## config.mk

```make
export PLATFORM = sky130hd
export DESIGN_NAME = present80_enc
export DESIGN_NICKNAME = d
export VERILOG_FILES = /design/src/rtl/present_pkg.sv /design/src/rtl/spn_round.sv /design/src/rtl/key_update.sv /design/src/rtl/present80_enc.sv
export SDC_FILE = /design/constraint.sdc
export NUM_CORES = 1
export LEC_CHECK = 0
export ABC_AREA = 1
export BUFFER_PORTS_ARGS = -buffer_cell sky130_fd_sc_hd__buf_2
export CELL_PAD_IN_SITES_DETAIL_PLACEMENT = 1
export CELL_PAD_IN_SITES_GLOBAL_PLACEMENT = 2
export CORE_UTILIZATION = 28
export CTS_BUF_LIST = sky130_fd_sc_hd__clkbuf_8
export CTS_CLUSTER_SIZE = 28
export DETAILED_ROUTE_END_ITERATION = 10
export PLACE_DENSITY_LB_ADDON = 0.1
export SETUP_SLACK_MARGIN = 0.1
export SLEW_MARGIN = 20
export SYNTH_ARGS = -nofsm -noshare
export SYNTH_HDL_FRONTEND = slang
export SYNTH_SLANG_ARGS = --single-unit
```

## constraint.sdc

```tcl
create_clock -name clk -period 2.1 [get_ports clk]
set_clock_uncertainty 0.05 [all_clocks]
set_input_delay 0.21 -clock clk [delete_from_list [all_inputs] [get_ports clk]]
set_output_delay 0.21 -clock clk [all_outputs]
set_load 0.01 [all_outputs]
```

## src/rtl/present_pkg.sv

```systemverilog
package present_pkg;

    localparam int BLK_W    = 64;
    localparam int KEY_W    = 80;
    localparam int NIB_W    = 4;
    localparam int CNT_W    = 5;
    localparam int LAST_RND = 31;

    // 4-bit substitution table
    function automatic logic [NIB_W-1:0] sbox4(input logic [NIB_W-1:0] x);
        logic [NIB_W-1:0] y;
        case (x)
            4'h0: y = 4'hC;
            4'h1: y = 4'h5;
            4'h2: y = 4'h6;
            4'h3: y = 4'hB;
            4'h4: y = 4'h9;
            4'h5: y = 4'h0;
            4'h6: y = 4'hA;
            4'h7: y = 4'hD;
            4'h8: y = 4'h3;
            4'h9: y = 4'hE;
            4'hA: y = 4'hF;
            4'hB: y = 4'h8;
            4'hC: y = 4'h4;
            4'hD: y = 4'h7;
            4'hE: y = 4'h1;
            default: y = 4'h2;
        endcase
        return y;
    endfunction

    typedef enum logic [1:0] {
        ST_IDLE  = 2'd0,
        ST_ARMED = 2'd1,
        ST_RUN   = 2'd2
    } ctrl_e;

    typedef struct packed {
        ctrl_e             st;
        logic [CNT_W-1:0]  cnt;
        logic [BLK_W-1:0]  blk;
        logic [KEY_W-1:0]  key;
    } core_regs_t;

endpackage

```

## src/rtl/spn_round.sv

```systemverilog
module spn_round #(
    parameter int W     = 64,
    parameter int NIB_W = 4
) (
    input  logic [W-1:0] state_i,
    input  logic [W-1:0] rkey_i,
    output logic [W-1:0] state_o
);
    localparam int NIBS = W / NIB_W;

    logic [W-1:0] mixed;
    logic [W-1:0] subst;

    assign mixed = state_i ^ rkey_i;

    // substitution layer
    for (genvar n = 0; n < NIBS; n++) begin : g_sbox
        assign subst[n*NIB_W +: NIB_W] = present_pkg::sbox4(mixed[n*NIB_W +: NIB_W]);
    end

    // bit permutation: i -> i*NIBS mod (W-1), top bit fixed
    for (genvar i = 0; i < W - 1; i++) begin : g_perm
        localparam int DST = (i * NIBS) % (W - 1);
        assign state_o[DST] = subst[i];
    end
    assign state_o[W-1] = subst[W-1];

endmodule

```

## src/rtl/key_update.sv

```systemverilog
module key_update #(
    parameter int KW    = 80,
    parameter int CW    = 5,
    parameter int NIB_W = 4
) (
    input  logic [KW-1:0] key_i,
    input  logic [CW-1:0] rc_i,
    output logic [KW-1:0] key_o
);
    localparam int ROT_LOW = 19;   // rotate left by KW-19
    localparam int RC_LSB  = 15;

    logic [KW-1:0] rot;

    always_comb begin
        rot   = {key_i[ROT_LOW-1:0], key_i[KW-1:ROT_LOW]};
        key_o = rot;
        key_o[KW-1 -: NIB_W]     = present_pkg::sbox4(rot[KW-1 -: NIB_W]);
        key_o[RC_LSB +: CW]      = rot[RC_LSB +: CW] ^ rc_i;
    end

endmodule

```

## src/rtl/present80_enc.sv

```systemverilog
module present80_enc
    import present_pkg::*;
(
    input  logic              clk,
    input  logic              rst_n,
    input  logic              key_valid,
    input  logic [KEY_W-1:0]  key_in,
    input  logic              plain_valid,
    input  logic [BLK_W-1:0]  plain_in,
    output logic              ready,
    output logic [BLK_W-1:0]  cipher_out
);
    localparam logic [CNT_W-1:0] CNT_FIRST = CNT_W'(1);
    localparam logic [CNT_W-1:0] CNT_LAST  = CNT_W'(LAST_RND);
    localparam int RK_LSB = KEY_W - BLK_W;

    core_regs_t r_q, r_d;

    logic [BLK_W-1:0] rnd_in;
    logic [BLK_W-1:0] rnd_out;
    logic [KEY_W-1:0] key_nx;

    // first round reads the plaintext, later rounds the state register
    assign rnd_in = (r_q.st == ST_ARMED) ? plain_in : r_q.blk;

    spn_round #(.W(BLK_W), .NIB_W(NIB_W)) u_round (
        .state_i (rnd_in),
        .rkey_i  (r_q.key[KEY_W-1:RK_LSB]),
        .state_o (rnd_out)
    );

    key_update #(.KW(KEY_W), .CW(CNT_W), .NIB_W(NIB_W)) u_kupd (
        .key_i (r_q.key),
        .rc_i  (r_q.cnt),
        .key_o (key_nx)
    );

    always_comb begin
        r_d        = r_q;
        ready      = 1'b0;
        cipher_out = '0;
        case (r_q.st)
            ST_IDLE: begin
                if (key_valid) begin
                    r_d.key = key_in;
                    r_d.st  = ST_ARMED;
                end
            end
            ST_ARMED: begin
                if (plain_valid) begin
                    r_d.blk = rnd_out;
                    r_d.key = key_nx;
                    r_d.cnt = r_q.cnt + CNT_FIRST;
                    r_d.st  = ST_RUN;
                end else if (key_valid) begin
                    r_d.key = key_in;
                end
            end
            ST_RUN: begin
                r_d.blk = rnd_out;
                r_d.key = key_nx;
                if (r_q.cnt == CNT_LAST) begin
                    ready      = 1'b1;
                    cipher_out = rnd_out ^ key_nx[KEY_W-1:RK_LSB];
                    r_d.cnt    = CNT_FIRST;
                    r_d.st     = ST_IDLE;
                end else begin
                    r_d.cnt = r_q.cnt + CNT_FIRST;
                end
            end
            default: begin
                r_d.st  = ST_IDLE;
                r_d.cnt = CNT_FIRST;
            end
        endcase
    end

    always_ff @(posedge clk or negedge rst_n) begin
        if (!rst_n) begin
            r_q.st  <= ST_IDLE;
            r_q.cnt <= CNT_FIRST;
            r_q.blk <= '0;
            r_q.key <= '0;
        end else begin
            r_q <= r_d;
        end
    end

    AST_READY_PULSE: assert property (@(posedge clk) disable iff (!rst_n)
        ready |=> !ready);
    AST_DONE_TO_IDLE: assert property (@(posedge clk) disable iff (!rst_n)
        ready |=> (r_q.st == ST_IDLE));
    AST_START_RUN: assert property (@(posedge clk) disable iff (!rst_n)
        (r_q.st == ST_ARMED && plain_valid) |=>
            (r_q.st == ST_RUN && r_q.cnt == CNT_W'(2)));
    AST_CNT_STEP: assert property (@(posedge clk) disable iff (!rst_n)
        (r_q.st == ST_RUN && r_q.cnt != CNT_LAST) |=>
            (r_q.st == ST_RUN && r_q.cnt == CNT_W'($past(r_q.cnt) + 1'b1)));
    AST_IDLE_HOLD: assert property (@(posedge clk) disable iff (!rst_n)
        (r_q.st == ST_IDLE && !key_valid) |=> (r_q.st == ST_IDLE));
    AST_KEY_LOAD: assert property (@(posedge clk) disable iff (!rst_n)
        (r_q.st == ST_IDLE && key_valid) |=> (r_q.key == $past(key_in)));
    AST_READY_IN_RUN: assert property (@(posedge clk) disable iff (!rst_n)
        ready |-> $past(r_q.st == ST_RUN));

endmodule

```

Word-level counts from Yosys, hierarchy flattened
Memories as Yosys holds them, arrays and structs flattened. Cells that the tools add are included.

Register bits: 151. Bits of input ports: 148. Memories: 17. Logic and storage cells: 53. ROM bits: 1088.

Multiplexer cells: 15. $add $sub $neg: 1. Reductions and logical operators: 6. Bitwise operators: 4. Eq/ne operators: 6.

Memory list: (no name shown) (words 16, width 4, rd ports 1, clocked after Yosys merged registers in 0, wr ports 0, RTL line present_pkg.sv:12) `case (x)`; (no name shown) (words 16, width 4, rd ports 1, clocked after Yosys merged registers in 0, wr ports 0, RTL line present_pkg.sv:12); (no name shown) (words 16, width 4, rd ports 1, clocked after Yosys merged registers in 0, wr ports 0, RTL line present_pkg.sv:12); (no name shown) (words 16, width 4, rd ports 1, clocked after Yosys merged registers in 0, wr ports 0, RTL line present_pkg.sv:12); (no name shown) (words 16, width 4, rd ports 1, clocked after Yosys merged registers in 0, wr ports 0, RTL line present_pkg.sv:12); (no name shown) (words 16, width 4, rd ports 1, clocked after Yosys merged registers in 0, wr ports 0, RTL line present_pkg.sv:12); 11 more memories.

Operators with widths (count): 80-bit one-hot mux with 3 select lines (1); 64-bit 2-to-1 mux (3); 80-bit 2-to-1 mux (2); 64-bit one-hot mux with 2 select lines (1); 64-bit bitwise XOR (2); 71-bit 2-to-1 mux (1); 5-bit one-hot mux with 3 select lines (1); 2-bit != test (second input constant) (3); 2-bit one-hot mux with 3 select lines (1); 5-bit by 1-bit adder with 5-bit output (second input constant) (1); 5-bit equality test (second input constant) (1); 5-bit 2-to-1 mux (1); 5-bit bitwise XOR (1); 2-bit 2-to-1 mux (2); 2-bit AND reduction (2); 3-bit AND reduction (1); 3-bit nonzero test (1); 2-bit by 1-bit equality test with 1-bit output (second input constant) (1); 2-bit equality test (second input constant) (1); 2-bit logical NOT (1); 1-bit 2-to-1 mux (2); 2-bit nonzero test (1); 1-bit inverter (1).

Longest topological paths before layout
Gate-level depths: netlist of the first run. An unclocked memory read counts as a cell.

Depth in word-level cells: 7. Depth in mapped cells: 20. Gate-level depth less buffers: 17.

Cells and area by module
Synthesis of the first run repeated with hierarchy kept, for this count alone.

Cell total of the unflattened synthesis: 2720. Area, all modules: 15354.7 um^2.

Modules (own cells, without submodules): present80_enc (sequential area each 3779.9 um^2, instances 1, area an instance 10323.7 um^2, cells each 1717); spn_round (sequential area each 0.0 um^2, instances 1, area an instance 4237.8 um^2, cells each 886); key_update (sequential area each 0.0 um^2, instances 1, area an instance 793.3 um^2, cells each 117).

Worst setup path before layout of the first run
OpenSTA, ideal clock, no wires.

Path type: flip-flop to output port. Start point: register r_q[150] in the netlist's numbering. End point: output cipher_out[8]. Slack: -379 ps. Buffers on the path: 3. Arrival time: 2219 ps. Data required time: 1840 ps. Stages on the path, launching flop included: 20. Cell sequence: dfrtp_1 -> inv_1 -> ha_1 -> buf_6 -> inv_4 -> buf_6 -> buf_6 -> nand2_1 -> nand2_1 -> nand2_1 -> nand2_2 -> inv_1 -> ha_1 -> nor2_1 -> nand3_1 -> nand2_1 -> nand2_1 -> nand3_1 -> nand2_1 -> nor2_1.

Word-level cells in the longest chain between the ends: 7. Elaborated cells on any way between the ends: 8. Those cells by class: eq/ne (2); mux (3); bitwise (2); memory (1).

RTL lines: from (decl) (RTL line present80_enc.sv:17) `core_regs_t r_q, r_d;`; from (signal assigned) (RTL line present80_enc.sv:85) `r_q <= r_d;`; 2-bit by 1-bit equality test with 1-bit output (RTL line present80_enc.sv:24) `assign rnd_in = (r_q.st == ST_ARMED) ? plain_in : r_q.blk;`; 64-bit 2-to-1 mux (RTL line present80_enc.sv:24); 64-bit bitwise XOR (RTL line spn_round.sv:14) `assign mixed = state_i ^ rkey_i;`; memory 16 x 4 bit; 64-bit bitwise XOR (RTL line present80_enc.sv:64) `cipher_out = rnd_out ^ key_nx[KEY_W-1:RK_LSB];`; 64-bit 2-to-1 mux (RTL line present80_enc.sv:62) `if (r_q.cnt == CNT_LAST) begin`; 64-bit 2-to-1 mux (*) (RTL line present80_enc.sv:42) `case (r_q.st)`; to (decl) (RTL line present80_enc.sv:11) `output logic [BLK_W-1:0] cipher_out`.

Every way passes the cells marked *; elsewhere a longest branch is shown, timed or not.

Worst setup path after layout of the first run
Start point: register r_q[149] in the netlist's numbering. End point: register r_q[114] in the netlist's numbering.

Word-level cells in the longest chain between the ends: 6. Elaborated cells on any way between the ends: 10. Those cells by class: eq/ne (3); mux (3); bitwise (1); reduce/logical (2); memory (1).

RTL lines: 2-bit by 1-bit equality test with 1-bit output (RTL line present80_enc.sv:24, present80_enc.sv:42); 64-bit 2-to-1 mux (RTL line present80_enc.sv:24); 64-bit bitwise XOR (RTL line spn_round.sv:14); memory 16 x 4 bit; 71-bit 2-to-1 mux (RTL line present80_enc.sv:50) `if (plain_valid) begin`; 64-bit one-hot mux with 2 select lines (RTL line present80_enc.sv:42).

Parallel ways exist; a longest one is shown, timed or not. The select of a mux whose other input is x is not followed. A chain may end at the register's enable or synchronous reset.

==> results of run 1 <==
Yosys cell counts, types with 2 or more instances:
library cell / n / share of area
sky130_fd_sc_hd__buf_4: 6 / 0.0031
sky130_fd_sc_hd__nor2_2: 2 / 0.00086
sky130_fd_sc_hd__ha_1: 92 / 0.079
sky130_fd_sc_hd__xnor2_1: 5 / 0.0030
sky130_fd_sc_hd__dfrtp_1: 150 / 0.26
sky130_fd_sc_hd__nor2_1: 144 / 0.037
sky130_fd_sc_hd__inv_2: 2 / 0.00052
sky130_fd_sc_hd__o22ai_1: 72 / 0.031
sky130_fd_sc_hd__nand2_1: 771 / 0.20
sky130_fd_sc_hd__o211ai_1: 2 / 0.0010
sky130_fd_sc_hd__inv_1: 317 / 0.082
sky130_fd_sc_hd__buf_6: 12 / 0.0093
sky130_fd_sc_hd__a31oi_1: 22 / 0.0095
sky130_fd_sc_hd__nand3_1: 499 / 0.17
sky130_fd_sc_hd__o21ai_1: 6 / 0.0021
sky130_fd_sc_hd__buf_2: 32 / 0.011
sky130_fd_sc_hd__clkbuf_1: 39 / 0.010
sky130_fd_sc_hd__o21ai_0: 133 / 0.046
sky130_fd_sc_hd__a21oi_1: 48 / 0.017
sky130_fd_sc_hd__nand2_2: 24 / 0.010
sky130_fd_sc_hd__nand4_1: 2 / 0.00086
sky130_fd_sc_hd__o21ai_2: 14 / 0.0085
sky130_fd_sc_hd__a22oi_1: 3 / 0.0016
how the worst max path moves through the flow:
stage / from / endpoint / slack [ns] / cells past startpoint
finish: r_q[149]$_DFFE_PN0P_ / r_q[114]$_DFFE_PN0P_ / -1.10 / 22
global route: r_q[150]$_DFFE_PN0P_ / cipher_out[5] / -1.24 / 19
CTS: r_q[149]$_DFFE_PN0P_ / cipher_out[12] / -1.08 / 16
detailed placement: r_q[150]$_DFFE_PN0P_ / cipher_out[4] / -0.59 / 17
global placement: r_q[150]$_DFFE_PN0P_ / cipher_out[1] / -0.54 / 19
floorplan: r_q[150]$_DFFE_PN0P_ / cipher_out[1] / -0.26 / 20
routing by layer:
metal  vias up  global-route usage
met5         -                   0
met4         0              0.0944
met3        95              0.0308
met2       332               0.555
met1      9708               0.394
li1       9289                   -
per-stage QoR:
stage | cells | TNS, ns
3_3_place_gp | 3633 | -57.30
5_1_grt | 3832 | -124.50
4_1_cts | 3820 | -103.03
2_1_floorplan | 2405 | -10.26
3_5_place_dp | 3633 | -66.12
6_report | 3833 | -99.61
kinds of logic after synthesis:
group	count (synthesis)	synth area share
flops	151	0.261
xor+xnor	6	0.00362
buf+inv	410	0.117
simple gates	1443	0.422
compound gates	303	0.118
fa+ha+maj	92	0.0794
final cells by class:
type	count	area [sq um]
fillers	6407	25400
well taps	680	851
clock inverters	10	103
repair inverters	1	6.26
clock buffers	22	303
multi-input cells	1844	13000
repair buffers	803	6440
flip-flops and latches	151	3780
inverters	321	1260
diodes	1	2.50
what timing repair did:
action / 4_1_cts / 5_1_grt
buffers inserted: 117 / 14
pin swaps: 216 / 109
endpoints found under the hold margin: 181 / 0
cloned: 9 / 0
hold buffers: 31 / 0
gates resized for setup: 630 / 305
endpoints found under the setup margin: 209 / 216
worst min-delay path, stage by stage:
cell and delay, ns:
sky130_fd_sc_hd__buf_2 0.10, sky130_fd_sc_hd__nand3_2 0.07, sky130_fd_sc_hd__o21ai_2 0.05, sky130_fd_sc_hd__inv_2 0.08
sky130_fd_sc_hd__o22ai_2 0.06
==> flow_summary.toml, run 1 <==
[synth]
synth_edf_count = 0
post_synth.cell_area_avg_sq_um = 6.03
synthesized_cell_area_sq_um = 14500
synth.yosys.seq_area_share = 0.261
async_reset_ff_frac = 1.00
yosysWarningCount = 0
yosys_register_bits = 151
synthCells = 2405
count_of_cell_types_in_the_netlist = 31
synth_nets = 2645
ys_dominant_reg_cell = "sky130_fd_sc_hd__dfrtp_1"

[detailed_routing]
firstDrtPassIters = 5
met1_wirelength_mm = 36.4
drtAntennaViolNets = 0
uppermost_metal_layer_occupied_by_signal_nets = "met4"
wl_mm = 82.9
dr_wl_met2_mm = 41.9
routed_wire_length_per_instance_um = 21.6
met3_wirelength_mm = 2.29
vias = 19400
drcViolationCount = 0
drt_iter0_drc = 933
via_per_inst = 5.07

[critical_path]
cp.arrival_ns = 3.59
timing.rr.end = "r_q[114]$_DFFE_PN0P_"
timing_worst_setup_path_type = "flop to flop"
wp_data_required_ns = 2.49
path_delay_family = "buffers and inverters"
rr_worst_depth = 22
critical-path-top-cell-by-count = "sky130_fd_sc_hd__buf_4"
startpoint_type = "flop"
cp_num_buf_inv = 13
worstSetupEndpointType = "flop"
worstPathMaxFanout = 8
cp_slowest_stage_delay_ns = 0.41
worst_path_max_delay_cell = "sky130_fd_sc_hd__dfrtp_1"
crit_chain = "ha_4 > buf_12 > inv_16 > buf_12 > buf_12 > nand2_4 > nand3_4 > nand2_4 > buf_4 > ha_4 > nand2_1 > nand3_2 > buf_4 > buf_4 > buf_4 > buf_4 > buf_4 > buf_4 > buf_4 > buf_4 > nand3_1 > o21ai_0"
rr_startpoint = "r_q[149]$_DFFE_PN0P_"
r2r_setup_slack_ns = -1.10

[sta]
post-route-worst-setup-slack_ns = -1.10
setup_viol = 210
grt_setup_unrepaired = "yes"
worst_slew_pin_slew_ns = 0.545
max_freq_mhz = 313
final_hold_viol_count = 0
timing.hold.ws_ns = 0.00322
layout_min_cycle_time_ns = 3.20
period_share = 1.52
worst_slew_margin_rel = 0.634
maxSlewViolCount = 0

[min_path]
holdPathStages = 5
min_to = "r_q[35]$_DFFE_PN0P_"
worstHoldPathType = "input pin to flop"
min_from = "key_in[35]"

[grt]
grt-ovfl-total = 0
global_route_wire_length_before_repair_mm = 124
first_global_vias = 20800
antenna_violations_before_repair = 0
largest_net_degree_at_the_start_of_global_routing = 51
groute.usage.overall = 0.312

[layout]
design.final.nets = 3379
fin_util = 0.504
largest_register_ff_count = 151
proportion_of_layout_cells_with_a_drive_suffix_above_1 = 0.505
largest_register = "r_q"
layout.cell_area.non_filler_sq_um = 25800
area_growth_syn_to_layout_pct = 77.8
mostFrequentLayoutCell = "sky130_fd_sc_hd__nand2_1"
final_cell_mix = "sky130_fd_sc_hd__nand2_1, sky130_fd_sc_hd__buf_4, sky130_fd_sc_hd__inv_1"
layout_top_registers = "r_q: 151 flops"

[floorplanning]
die_h_um = 230
floorplan.initialDensity = 0.283
core_sq_um = 51200
die_width_um = 230
design.die.area_sq_um = 52700
fp-row-count = 83
design.portCount = 213

[placed_design]
replace_congestion = 0.923
dpl_cell_area_sq_um = 20100
pre_cts_slack_ns = -0.588
placement.io_buffers = 212
dp_hpwl_mm = 62.8

[status]
failed_checks = "setup timing"
outcome = "finished, violations left"

[clocking]
worst_setup_hold_path_clk_slew_ns = 0.09
cts_buffer_depth = 2
clock_tree_from_tritoncts = "built"
htreeDepth = 4
clkLatencyLatePin_ns = 0.57
cts_root_buf = "sky130_fd_sc_hd__clkbuf_8"
cts-buffers-inserted = 17
tritoncts_num_sinks = 151

[run]
max_cap_violations = 0
Power of run 1 is left out: the tool's default activity adds up to more than one toggle a clock period on the data nets, which glitch-free logic cannot reach.
==> run 2, diff against run 1 <==
--- a/config.mk
+++ b/config.mk
@@ -15,4 +15,4 @@
 export DETAILED_ROUTE_END_ITERATION = 10
+export GPL_TIMING_DRIVEN = 1
 export PLACE_DENSITY_LB_ADDON = 0.1
-export SETUP_SLACK_MARGIN = 0.1
 export SLEW_MARGIN = 20
==> constraint.sdc (replaced) <==
create_clock -name clk -period 2.1 [get_ports clk]
set_clock_uncertainty 0.05 [all_clocks]
set_input_delay 0.315 -clock clk [delete_from_list [all_inputs] [get_ports clk]]
set_output_delay 0.315 -clock clk [all_outputs]
set_load 0.01 [all_outputs]
==> flow_summary.toml, run 2 (synthesized netlist as in run 1, its figures left out) <==
[placed_design]
dp_hpwl_mm = 61.8
placement.io_buffers = 212
dpl_cell_area_sq_um = 20100
inst_count_dp = 3624
replace_congestion = 0.900

[detailed_routing]
via_per_inst = 5.01
firstDrtPassIters = 5
routed_wire_length_per_instance_um = 20.9
wl_mm = 77.3
drtAntennaViolNets = 0
vias = 18600
drcViolationCount = 0
drt_iter0_drc = 730

[sta]
maxSlewViolCount = 0
post-route-worst-setup-slack_ns = -1.24
period_share = 1.59
worst_slew_margin_rel = 0.614
max_freq_mhz = 300
final_hold_viol_count = 0
setup_viol = 209
timing.hold.ws_ns = 0.0524
grt_setup_unrepaired = "yes"
worst_slew_pin_slew_ns = 0.579
layout_min_cycle_time_ns = 3.34

[critical_path]
cp_num_buf_inv = 6
timing_worst_setup_path_type = "flop to output port"
worstPathMaxFanout = 7
cp.arrival_ns = 2.97
critical-path-top-cell-by-count = "sky130_fd_sc_hd__nand2_1"
worstSetupEndpointType = "output port"
worst_path_max_delay_cell = "sky130_fd_sc_hd__dfrtp_1"
crit_chain = "inv_2 > ha_4 > buf_12 > buf_12 > nand2_1 > nand2_1 > nand2_1 > nand2_2 > inv_2 > ha_1 > inv_2 > nand2_1 > nand3_1 > nand3_2 > nand3_2 > nand2_1 > nor2_2 > buf_2"
cp_slowest_stage_delay_ns = 0.40
startpoint_type = "flop"
path_delay_family = "simple AND/OR/NAND/NOR gates"
wp_data_required_ns = 1.74

[floorplanning]
die_h_um = 230
design.die.area_sq_um = 52700
design.portCount = 213
core_sq_um = 51200
die_width_um = 230
fp-row-count = 83
floorplan.initialDensity = 0.283

[layout]
final_cells = 3704
largest_register_ff_count = 151
layout.cell_area.non_filler_sq_um = 22500
layout_top_registers = "r_q: 151 flops"
area_growth_syn_to_layout_pct = 55.4
number_of_inserted_filler_cells_in_the_final_layout = 6619
mostFrequentLayoutCell = "sky130_fd_sc_hd__nand2_1"
final_cell_mix = "sky130_fd_sc_hd__nand2_1, sky130_fd_sc_hd__buf_4, sky130_fd_sc_hd__nand3_1"
antenna_fix_cells = 0
proportion_of_layout_cells_with_a_drive_suffix_above_1 = 0.394
design.final.nets = 3251
fin_util = 0.440
largest_register = "r_q"

[grt]
global_route_wire_length_before_repair_mm = 115
grt-ovfl-total = 0
antenna_violations_before_repair = 1
first_global_vias = 19200
groute.usage.overall = 0.289
largest_net_degree_at_the_start_of_global_routing = 45

[clocking]
cts-buffers-inserted = 17
tritoncts_num_sinks = 151
worst_setup_hold_path_clk_slew_ns = 0.10
cts_buffer_depth = 2
htreeDepth = 4
cts_root_buf = "sky130_fd_sc_hd__clkbuf_8"
clock_tree_from_tritoncts = "built"
clkLatencyLatePin_ns = 0.58

[run]
max_cap_violations = 0

[status]
outcome = "finished, violations left"
failed_checks = "setup timing"

[min_path]
worstHoldPathType = "input pin to flop"
-- run 2: cell types whose count changed in the layout (fill, tap and decap cells not counted), moves of 17 or more --
| cell | before | now |
|---|---|---|
| sky130_fd_sc_hd__dlygate4sd3_1 | 31 | 5 |
| sky130_fd_sc_hd__nand2_1 | 510 | 629 |
| sky130_fd_sc_hd__ha_1 | 32 | 51 |
| sky130_fd_sc_hd__nand3_1 | 257 | 360 |
| sky130_fd_sc_hd__nand2_4 | 107 | 27 |
| sky130_fd_sc_hd__nand3_2 | 190 | 132 |
| sky130_fd_sc_hd__inv_1 | 281 | 298 |
| sky130_fd_sc_hd__buf_4 | 459 | 398 |
| sky130_fd_sc_hd__nand2_2 | 175 | 139 |
| sky130_fd_sc_hd__ha_4 | 49 | 29 |
| sky130_fd_sc_hd__nand3_4 | 52 | 7 |
| sky130_fd_sc_hd__buf_6 | 60 | 25 |
-- run 2: per-layer routing --
layer | vias up | part of all wire | GRT usage | routed length, um
li1 | 9026 | - | - | -
met1 | 9179 | 0.46 | 0.375 | 35500
met2 | 271 | 0.49 | 0.492 | 37800
met3 | 84 | 0.022 | 0.0354 | 1690
met4 | 0 | 0.030 | 0.0958 | 2340
met5 | - | 0 | 0 | 0
-- run 2: through the flow --
step	setup TNS, ns	setup slack, ns
2_1_floorplan	-16.95	-0.360
3_3_place_gp	-60.68	-0.575
3_5_place_dp	-68.76	-0.628
4_1_cts	-96.92	-1.24
5_1_grt	-124.33	-1.42
6_report	-98.47	-1.24
-- run 2: worst paths after layout --
check,start,slack [ns],to,depth (start not counted)
setup reg to reg,r_q[150]$_DFFE_PN0P_,-0.50,r_q[94]$_DFFE_PN0P_,17
max in group asynchronous,rst_n,1.13,r_q[123]$_DFFE_PN0P_,3
min in group asynchronous,rst_n,0.22,r_q[22]$_DFFE_PN0P_,2
setup / recovery,r_q[150]$_DFFE_PN0P_,-1.24,cipher_out[2],18
hold / removal,key_in[68],0.05,r_q[68]$_DFFE_PN0P_,5
hold reg to reg,r_q[116]$_DFFE_PN0P_,0.45,r_q[116]$_DFFE_PN0P_,2
-- run 2: area by class of cell --
cell class | count | area (sq um) | area share
Sequential cell | 151 | 3780 | 0.168
Tap cell | 680 | 851 | 0.0378
Multi-Input combinational cell | 1844 | 11000 | 0.489
Clock inverter | 12 | 198 | 0.00878
Timing Repair Buffer | 676 | 5170 | 0.230
Clock buffer | 20 | 275 | 0.0122
Inverter | 321 | 1230 | 0.0545
-- run 2: repair_timing --
action	4_1_cts	5_1_grt
gates resized for setup	149	263
pin swaps	26	65
hold buffers	5	0
hold endpoints to repair	39	0
cloned	1	1
endpoints found under the setup margin	211	211
buffers inserted	18	24
-- run 2: tightest hold or removal path, stage by stage --
cell and delay, ns:
sky130_fd_sc_hd__buf_2 0.10, sky130_fd_sc_hd__nand3_1 0.06, sky130_fd_sc_hd__o21ai_0 0.07, sky130_fd_sc_hd__inv_1 0.06, sky130_fd_sc_hd__o22ai_1 0.05
Power of run 2 is left out for the same reason.
